## src/rtl/pwm_quad_pkg.sv

```systemverilog
package pwm_quad_pkg;
  localparam int unsigned DW = 32;
  localparam logic [7:0] OFS_MODE  = 8'h40;
  localparam logic [7:0] OFS_RUN   = 8'h44;
  localparam logic [7:0] OFS_STAT  = 8'h48;
  localparam logic [7:0] OFS_RELD  = 8'h4C;
  localparam logic [7:0] OFS_DRIVE = 8'hD0;

  // clocks per period spent high; zero when the low phase covers the period
  function automatic logic [31:0] high_len(input logic [31:0] per,
                                           input logic [31:0] low);
    return (low >= per) ? 32'd0 : per - low;
  endfunction

  // counter successor; wraps at per-1, stuck at 0 for degenerate periods
  function automatic logic [31:0] next_count(input logic [31:0] cnt,
                                             input logic [31:0] per);
    if (per < 32'd2 || cnt >= per - 32'd1) return 32'd0;
    return cnt + 32'd1;
  endfunction
endpackage

```

## src/rtl/pwm_quad_regs.sv

```systemverilog
module pwm_quad_regs
  import pwm_quad_pkg::*;
#(
  parameter int unsigned NCH = 4,
  parameter int unsigned PW  = 30,
  parameter int unsigned AW  = 8
) (
  input  logic                    clk,
  input  logic                    rst_n,
  input  logic                    wr_en,
  input  logic                    rd_en,
  input  logic [AW-1:0]           addr,
  input  logic [DW-1:0]           wdata,
  output logic [DW-1:0]           rdata,
  output logic [NCH-1:0][PW-1:0]  low_q,
  output logic [NCH-1:0][PW-1:0]  per_q,
  output logic [NCH-1:0]          run_q,
  output logic [NCH-1:0]          reld_q,
  output logic [NCH-1:0]          drive_q
);
  logic [NCH-1:0] mode_q;
  logic unused_wdata_hi;
  assign unused_wdata_hi = ^wdata[DW-1:PW];

  always_ff @(posedge clk or negedge rst_n) begin
    if (!rst_n) begin
      low_q   <= '0;
      per_q   <= '0;
      run_q   <= '0;
      reld_q  <= '0;
      drive_q <= '0;
      mode_q  <= '0;
    end else if (wr_en) begin
      for (int n = 0; n < NCH; n++) begin
        if (addr == AW'(8 * n))     low_q[n] <= wdata[PW-1:0];
        if (addr == AW'(8 * n + 4)) per_q[n] <= wdata[PW-1:0];
      end
      if (addr == AW'(OFS_MODE))  mode_q  <= wdata[NCH-1:0];
      if (addr == AW'(OFS_RUN))   run_q   <= wdata[NCH-1:0];
      if (addr == AW'(OFS_RELD))  reld_q  <= wdata[NCH-1:0];
      if (addr == AW'(OFS_DRIVE)) drive_q <= wdata[NCH-1:0];
    end
  end

  always_comb begin
    rdata = '0;
    if (rd_en) begin
      for (int n = 0; n < NCH; n++) begin
        if (addr == AW'(8 * n))     rdata = DW'(low_q[n]);
        if (addr == AW'(8 * n + 4)) rdata = DW'(per_q[n]);
      end
      if (addr == AW'(OFS_MODE))  rdata = DW'(mode_q);
      if (addr == AW'(OFS_RUN))   rdata = DW'(run_q);
      if (addr == AW'(OFS_RELD))  rdata = DW'(reld_q);
      if (addr == AW'(OFS_DRIVE)) rdata = DW'(drive_q);
      if (addr == AW'(OFS_STAT))  rdata = '0;
    end
  end
endmodule

```

## src/rtl/pwm_quad_chan.sv

```systemverilog
module pwm_quad_chan
  import pwm_quad_pkg::*;
#(
  parameter int unsigned PW = 30
) (
  input  logic          clk,
  input  logic          rst_n,
  input  logic          run,
  input  logic          reld,
  input  logic          drive,
  input  logic [PW-1:0] per_in,
  input  logic [PW-1:0] low_in,
  output logic          load_o,
  output logic          pwm_o
);
  logic          run_d, reld_d, live;
  logic [PW-1:0] per_w, low_w, cnt;
  logic [31:0]   hi_w, cnt_nx;

  // load on a rising run bit, or on a rising reload bit while running
  assign load_o = run & (~run_d | (reld & ~reld_d));
  assign hi_w   = high_len(32'(per_w), 32'(low_w));
  assign cnt_nx = next_count(32'(cnt), 32'(per_w));

  always_ff @(posedge clk or negedge rst_n) begin
    if (!rst_n) begin
      run_d  <= 1'b0;
      reld_d <= 1'b0;
      live   <= 1'b0;
      per_w  <= '0;
      low_w  <= '0;
      cnt    <= '0;
    end else begin
      run_d  <= run;
      reld_d <= reld;
      if (load_o) begin
        per_w <= per_in;
        low_w <= low_in;
        cnt   <= '0;
        live  <= 1'b1;
      end else if (!run) begin
        live  <= 1'b0;
      end else if (live) begin
        cnt   <= cnt_nx[PW-1:0];
      end
    end
  end

  assign pwm_o = live & run & drive & (32'(cnt) < hi_w);
endmodule

```

## src/rtl/pwm_quad.sv

```systemverilog
module pwm_quad
  import pwm_quad_pkg::*;
#(
  parameter int unsigned NCH = 4,
  parameter int unsigned PW  = 30,
  parameter int unsigned AW  = 8
) (
  input  logic           clk,
  input  logic           rst_n,
  input  logic           bus_wr,
  input  logic           bus_rd,
  input  logic [AW-1:0]  bus_addr,
  input  logic [DW-1:0]  bus_wdata,
  output logic [DW-1:0]  bus_rdata,
  output logic [NCH-1:0] pwm_out
);
  logic [NCH-1:0][PW-1:0] low_q, per_q;
  logic [NCH-1:0]         run_bits, reld_bits, drive_bits;
  logic [NCH-1:0]         ld_evt;

  pwm_quad_regs #(.NCH(NCH), .PW(PW), .AW(AW)) u_regs (
    .clk(clk), .rst_n(rst_n), .wr_en(bus_wr), .rd_en(bus_rd),
    .addr(bus_addr), .wdata(bus_wdata), .rdata(bus_rdata),
    .low_q(low_q), .per_q(per_q), .run_q(run_bits),
    .reld_q(reld_bits), .drive_q(drive_bits)
  );

  for (genvar n = 0; n < NCH; n++) begin : g_ch
    pwm_quad_chan #(.PW(PW)) u_ch (
      .clk(clk), .rst_n(rst_n),
      .run(run_bits[n]), .reld(reld_bits[n]), .drive(drive_bits[n]),
      .per_in(per_q[n]), .low_in(low_q[n]),
      .load_o(ld_evt[n]), .pwm_o(pwm_out[n])
    );
  end
endmodule

```

## config.mk

```make
export PLATFORM = sky130hd
export DESIGN_NAME = pwm_quad
export DESIGN_NICKNAME = d
export VERILOG_FILES = /design/src/rtl/pwm_quad_pkg.sv /design/src/rtl/pwm_quad_regs.sv /design/src/rtl/pwm_quad_chan.sv /design/src/rtl/pwm_quad.sv
export SDC_FILE = /design/constraint.sdc
export NUM_CORES = 2
export LEC_CHECK = 0
export BUFFER_PORTS_ARGS = -buffer_cell sky130_fd_sc_hd__buf_2
export CORE_ASPECT_RATIO = 0.9
export CORE_MARGIN = 2
export CORE_UTILIZATION = 42
export DETAILED_ROUTE_END_ITERATION = 7
export HOLD_SLACK_MARGIN = 0.06
export SYNTH_ARGS = -nofsm -noshare
export SYNTH_HDL_FRONTEND = slang
export SYNTH_HIERARCHICAL = 1
export SYNTH_SLANG_ARGS = --single-unit
```

## constraint.sdc

```tcl
create_clock -name clk -period 13.3 [get_ports clk]
set_clock_uncertainty 0.1 [all_clocks]
set_input_delay 2.66 -clock clk [delete_from_list [all_inputs] [get_ports clk]]
set_output_delay 2.66 -clock clk [all_outputs]
set_load 0.05 [all_outputs]
```

; Yosys cells after proc, flatten, opt, wreduce, memory -nomap -nowiden
; Cells that the tools add are included.
[totals]
register_bits = 628
input_bits = 44
elab_cells = 191
out_inout_bits = 36
[classes]
magnitude_cmp = 16
eq_ne = 16
mux = 50
addsub = 12
n_bitwise = 32
reduce_logical = 29
[op_table]
columns = operator, n
row1 = two-way mux 30 bit, 33
row2 = two-way mux 32 bit, 5
row3 = >= comparator 30 x 32 -> 1 bit, 4
row4 = < comparator 30 x 32 -> 1 bit, 4
row5 = "subtractor 30 x 1 -> 31 bit, second input constant", 4
row6 = subtractor 30 x 30 -> 31 bit, 4
row7 = "adder 30 x 1 -> 30 bit, second input constant", 4
row8 = >= comparator 30 bit, 4
row9 = "< comparator 30 x 2 -> 1 bit, second input constant", 4
row10 = "equality test 8 x 5 -> 1 bit, second input constant", 4
row11 = "equality test 8 x 7 -> 1 bit, second input constant", 4
row12 = AND reduction 2 bit, 16
row13 = bitwise AND 1 bit, 20
row14 = "equality test 8 x 4 -> 1 bit, second input constant", 2
row15 = nonzero test 2 bit, 8
row16 = two-way mux 1 bit, 12
row17 = "equality test 8 x 3 -> 1 bit, second input constant", 1
row18 = "equality test 8 bit, second input constant", 1
row19 = logical NOT 8 bit, 1
row20 = "inequality test 2 x 1 -> 1 bit, second input constant", 4
row21 = NOT 1 bit, 8
row22 = logical OR 1 bit, 4
row23 = OR 1 bit, 4

; Depth between registers and ports, before layout
[depth]
ltp_word = 15
ltp_mapped = 24
mapped_depth_nobuf = 21

; By module
; The synthesis kept the hierarchy.
[modules_own_cells]
columns = mod, seq_area_each_um2, area_per_inst_um2, n_inst, cells_per_inst
row1 = pwm_quad_chan (g_ch[0].u_ch ...), 2327.2, 7719.9, 2, 913
row2 = pwm_quad_regs, 6406.1, 11830.1, 1, 838
row3 = pwm_quad_chan (g_ch[1].u_ch), 2327.2, 7524.7, 1, 883
row4 = pwm_quad_chan (g_ch[3].u_ch), 2327.2, 7437.1, 1, 856

; Least setup slack after synthesis
; Ideal clock, no wire load.
[synth_path]
kind = input to output
from = input port bus_addr[5]
to = output port bus_rdata[0]
cell_stages = 7
setup_slack_ns = 5.642
t_arrival_ns = 4.898
path_buffers = 2
required_time_ns = 10.540
path_cell_list = or4b_1 > clkbuf_1 > nor3_2 > buf_2 > o21ai_0 > a311o_1 > a31oi_1
[synth_between]
elab_chain_cells = 15
word_cells_on_any_way = 27
classes_between = eq/ne (12) / mux (14) / reduce/logical (1)
[synth_rtl]
columns = item, line_no
row1 = from (decl), pwm_quad.sv:12  ; input logic [AW-1:0] bus_addr,
row2 = logical NOT 8 bit, pwm_quad_regs.sv:49  ; if (addr == AW'(8 * n)) rdata = DW'(low_q[n]);
row3 = two-way mux 30 bit, pwm_quad_regs.sv:49
row4 = two-way mux 30 bit, pwm_quad_regs.sv:50  ; if (addr == AW'(8 * n + 4)) rdata = DW'(per_q[n]);
row5 = two-way mux 30 bit, pwm_quad_regs.sv:49
row6 = two-way mux 30 bit, pwm_quad_regs.sv:50
row7 = two-way mux 30 bit, pwm_quad_regs.sv:49
row8 = two-way mux 30 bit, pwm_quad_regs.sv:50
row9 = two-way mux 30 bit, pwm_quad_regs.sv:49
row10 = two-way mux 30 bit, pwm_quad_regs.sv:50
row11 = two-way mux 30 bit, pwm_quad_regs.sv:52  ; if (addr == AW'(OFS_MODE)) rdata = DW'(mode_q);
row12 = two-way mux 30 bit, pwm_quad_regs.sv:53  ; if (addr == AW'(OFS_RUN)) rdata = DW'(run_q);
row13 = two-way mux 30 bit, pwm_quad_regs.sv:54  ; if (addr == AW'(OFS_RELD)) rdata = DW'(reld_q);
row14 = two-way mux 30 bit, pwm_quad_regs.sv:55  ; if (addr == AW'(OFS_DRIVE)) rdata = DW'(drive_q);
row15 = two-way mux 30 bit (*), pwm_quad_regs.sv:56  ; if (addr == AW'(OFS_STAT)) rdata = '0;
row16 = two-way mux 32 bit (*), pwm_quad_regs.sv:47  ; if (rd_en) begin
row17 = to (decl), pwm_quad.sv:14  ; output logic [DW-1:0] bus_rdata,
; Every way passes the cells marked *; elsewhere a longest branch is shown, timed or not.

; Worst setup path after layout
[layout_path]
from = register g_ch[1].u_ch.per_w[4]
to = output port pwm_out[1]
[layout_between]
elab_chain_cells = 4
word_cells_on_any_way = 5
classes_between = add/sub (1) / order compare (2) / mux (1) / bitwise (1)
[layout_rtl]
columns = item, line_no
row1 = from (decl), pwm_quad_chan.sv:17  ; logic [PW-1:0] per_w, low_w, cnt;
row2 = from (signal assigned), pwm_quad_chan.sv:37  ; per_w <= per_in;
row3 = subtractor 30 x 30 -> 31 bit or >= comparator 30 bit (tied branches), pwm_quad_pkg.sv:12  ; return (low >= per) ? 32'd0 : per - low;
row4 = two-way mux 32 bit (*), pwm_quad_pkg.sv:12
row5 = < comparator 30 x 32 -> 1 bit (*), pwm_quad_chan.sv:49  ; assign pwm_o = live & run & drive & (32'(cnt) < hi_w);
row6 = bitwise AND 1 bit (*), pwm_quad_chan.sv:49
row7 = to (decl), pwm_quad.sv:15  ; output logic [NCH-1:0] pwm_out
; Marked as above.

==> out/results.txt <==
Outcome - finished, final reports clean
Die W - 338 um
Critical path fanouts, max - 30
Placed Cells - 5,667
Share of async-settable or async-resettable flops after synthesis - 100%
Top FF cell, synth - dfrtp_1
Routed Wire Length - 123,000 um
Critical Path AT - 6.73 ns
Worst hold path type - register to register
DRT antenna net count - 0
Clock latency on the worst-skew pair - 0.64 ns
Top cells by count, synth - dfrtp_1, nand2_1, ha_1, mux2_2, o21ai_0
Row cnt - 110
Hold Vio Cnt, Final - 0
Setup bufs post-CTS - 0
Placeable Area - 99,800 sq um
Finished Layout Cells - 5,801
CP required - 10.54 ns
Post-route setup TNS - 0 ns
TritonCTS clock tree - yes
WL per Instance - 21.3 um
Largest area contributor in the netlist - dfrtp_1
Post-layout net count - 4,810
Slew Viols, Final - 0
Synth Warn # - 6
Final worst path period need - 9.49 ns
Post-cts sizing count - 0
Post-Syn Instances - 4,403
Final GP Congestion - 0.926
Top-count cell post-synth - dfrtp_1
First-pass GRT wire length - 192,000 um
Vias per Instance - 5.77
Mapped cell area - 42,200 sq um
Flop and latch count out of synthesis - 628
Mapped Avg Cell Area - 9.59 sq um
Layout cell share with drive strength beyond 1 - 16.2%
Clk buf depth - 3
Die Area - 103,000 sq um
P per Cell Area - 153 nW/um^2
H-Tree Depth - 3
Share of the synthesized area in the top cell type - 37.2%
Vias - 33,459
DRC Markers - 0
Setup WS post-layout - 3.81 ns
Total power - 7.08 mW
Total clock buffers created by CTS - 73
Overflow after GRT - 0
Synth top area cells - dfrtp_1, ha_1, mux2_2
Layout Area Growth over Synthesis - 9.28%
RSZ-0062 raised after global routing - no
Initial Util - 42.3%
Critical path class - register to primary output
Dpl ws - 4.39 ns
Clock-pin slew on the worst setup and hold paths - 0.06 ns
F_max - 0.105 GHz
CP startpoint kind - register
Seq/Total Area, Yosys - 37.2%
Max-cap violations - 0
Setup-failing EPs final - 0
Final period util - 71.4%
DRT Pass-1 Iters - 6
DP HPWL - 93,000 um
Post-synth EDFFs - 0
Global router's overall resource usage - 23.5%
Maximum vdd drop - 0.0995 mV
PortBufs - 75
Die Y - 305 um
Root Buffer - clkbuf_16
# hold bufs at CTS - 0
Detailed Route Iter0 Violations - 2,725
I/O pins - 80
Fillers - 9,447
Crit end category - primary output
Sinks on Clock Net - 628
Largest net degree at the start of global routing - 167
Worst rel slew slack - 19.1%
Synth unique cells - 101
Initial antenna violation count - 14
Leakage - 22.3 nW
Slew @ Worst Pin - 1.21 ns
Vias in the first global route - 31,811
Hold WS - 0.338 ns
layer usage:
| layer | global-route usage (%) | vias to the layer above | share of wire (%) |
|---|---|---|---|
| met5 | 0 | - | 0.036 |
| met4 | 8.61 | 8 | 3.9 |
| met3 | 3.25 | 193 | 4.7 |
| met2 | 34.4 | 688 | 42 |
| met1 | 35.1 | 16412 | 49 |
| li1 | - | 16158 | - |
stage by stage:
stage          utilization, %  cell area, sq um
4_1_cts                  46.2             46100
6_report                 46.3             46200
5_1_grt                  46.2             46100
2_1_floorplan               -             42200
3_5_place_dp             43.8             43700
3_3_place_gp             43.8             43700
logic make-up after synthesis:
kind of cell,share of synthesized area (%)
other cells,0.00888
xor+xnor,4.13
buf+inv,3.64
mux,11.8
compound gates,16.3
flops,37.2
simple gates,15.9
fa+ha+maj,11.0
state kept, by name, summed over array words and instances (netlist names), 120 cells and up:
register	cells
g_ch.u_ch/cnt	120
g_ch.u_ch/low_w	120
g_ch.u_ch/per_w	120
u_regs/low_q	120
u_regs/per_q	120
final timing paths:
kind	start	endpoint	slack, ns	cells past startpoint
hold reg to reg	u_regs/reld_q[3]$_DFFE_PN0P_	g_ch[3].u_ch/reld_d$_DFF_PN0_	0.34	0
max in group asynchronous	rst_n	g_ch[1].u_ch/cnt[25]$_DFFE_PN0P_	8.84	3
hold / removal	u_regs/reld_q[3]$_DFFE_PN0P_	g_ch[3].u_ch/reld_d$_DFF_PN0_	0.34	0
setup / recovery	g_ch[1].u_ch/per_w[4]$_DFFE_PN0P_	pwm_out[1]	3.81	18
min in group asynchronous	rst_n	g_ch[3].u_ch/cnt[9]$_DFFE_PN0P_	1.88	1
setup reg to reg	g_ch[1].u_ch/per_w[4]$_DFFE_PN0P_	g_ch[1].u_ch/cnt[12]$_DFFE_PN0P_	7.25	16
critical path, stage by stage (launching register included):
cell,delay [ns]
dfrtp_1,0.45
ha_1,0.41
and4_1,0.25
a211oi_1,0.08
buf_4,0.16
o211ai_1,0.43
a211oi_1,0.25
nor2_1,0.21
a2bb2oi_2,0.89
o2111ai_1,0.33
ha_1,0.40
nand2_1,0.06
nor4_1,0.49
nand4_1,0.21
or4_1,0.63
o2111ai_1,0.25
a211oi_1,0.07
a41o_1,0.29
buf_2,0.23
cell usage in the layout, fill, tap and decap left out, types with 22 or more instances in the layout:
| master | n |
|---|---|
| o21ai_0 | 327 |
| nand4_1 | 86 |
| xor2_1 | 71 |
| a21oi_1 | 271 |
| nor4_1 | 39 |
| buf_2 | 73 |
| o21ai_1 | 26 |
| ha_1 | 364 |
| mux2_4 | 22 |
| clkbuf_16 | 75 |
| nand2b_1 | 50 |
| or2_2 | 42 |
| and2_1 | 27 |
| nor2b_1 | 31 |
| a22oi_1 | 32 |
| inv_1 | 166 |
| a211oi_1 | 30 |
| a31oi_1 | 91 |
| mux2_2 | 351 |
| nand3_1 | 93 |
| dfrtp_1 | 628 |
| nor2_1 | 226 |
| nand2_1 | 455 |
| o21a_1 | 31 |
| mux4_2 | 29 |
| a21o_1 | 112 |
| or3_1 | 38 |
| a22o_1 | 33 |
| buf_4 | 35 |
| xnor2_1 | 128 |
| and3_1 | 50 |
| nor3_1 | 81 |
area by class of cell:
| class | instances | area (sq um) | area share, % |
|---|---|---|---|
| Inverter | 166 | 623 | 1.35 |
| Sequential cell | 628 | 15700 | 34.1 |
| Antenna cell | 4 | 10.0 | 0.0217 |
| Tap cell | 1344 | 1680 | 3.64 |
| Timing Repair Buffer | 110 | 663 | 1.44 |
| Clock buffer | 102 | 2110 | 4.57 |
| Multi-Input combinational cell | 3419 | 25000 | 54.3 |
| Clock inverter | 28 | 312 | 0.675 |
where the power goes:
part | switching [mW] | leakage, nW | internal (mW) | total, mW
registers | 0.0906 | 8.70 | 1.99 | 2.08
logic | 1.75 | 12.5 | 1.21 | 2.96
clock network | 0.847 | 1.18 | 1.19 | 2.04
(Power assumes the default switching activity.)
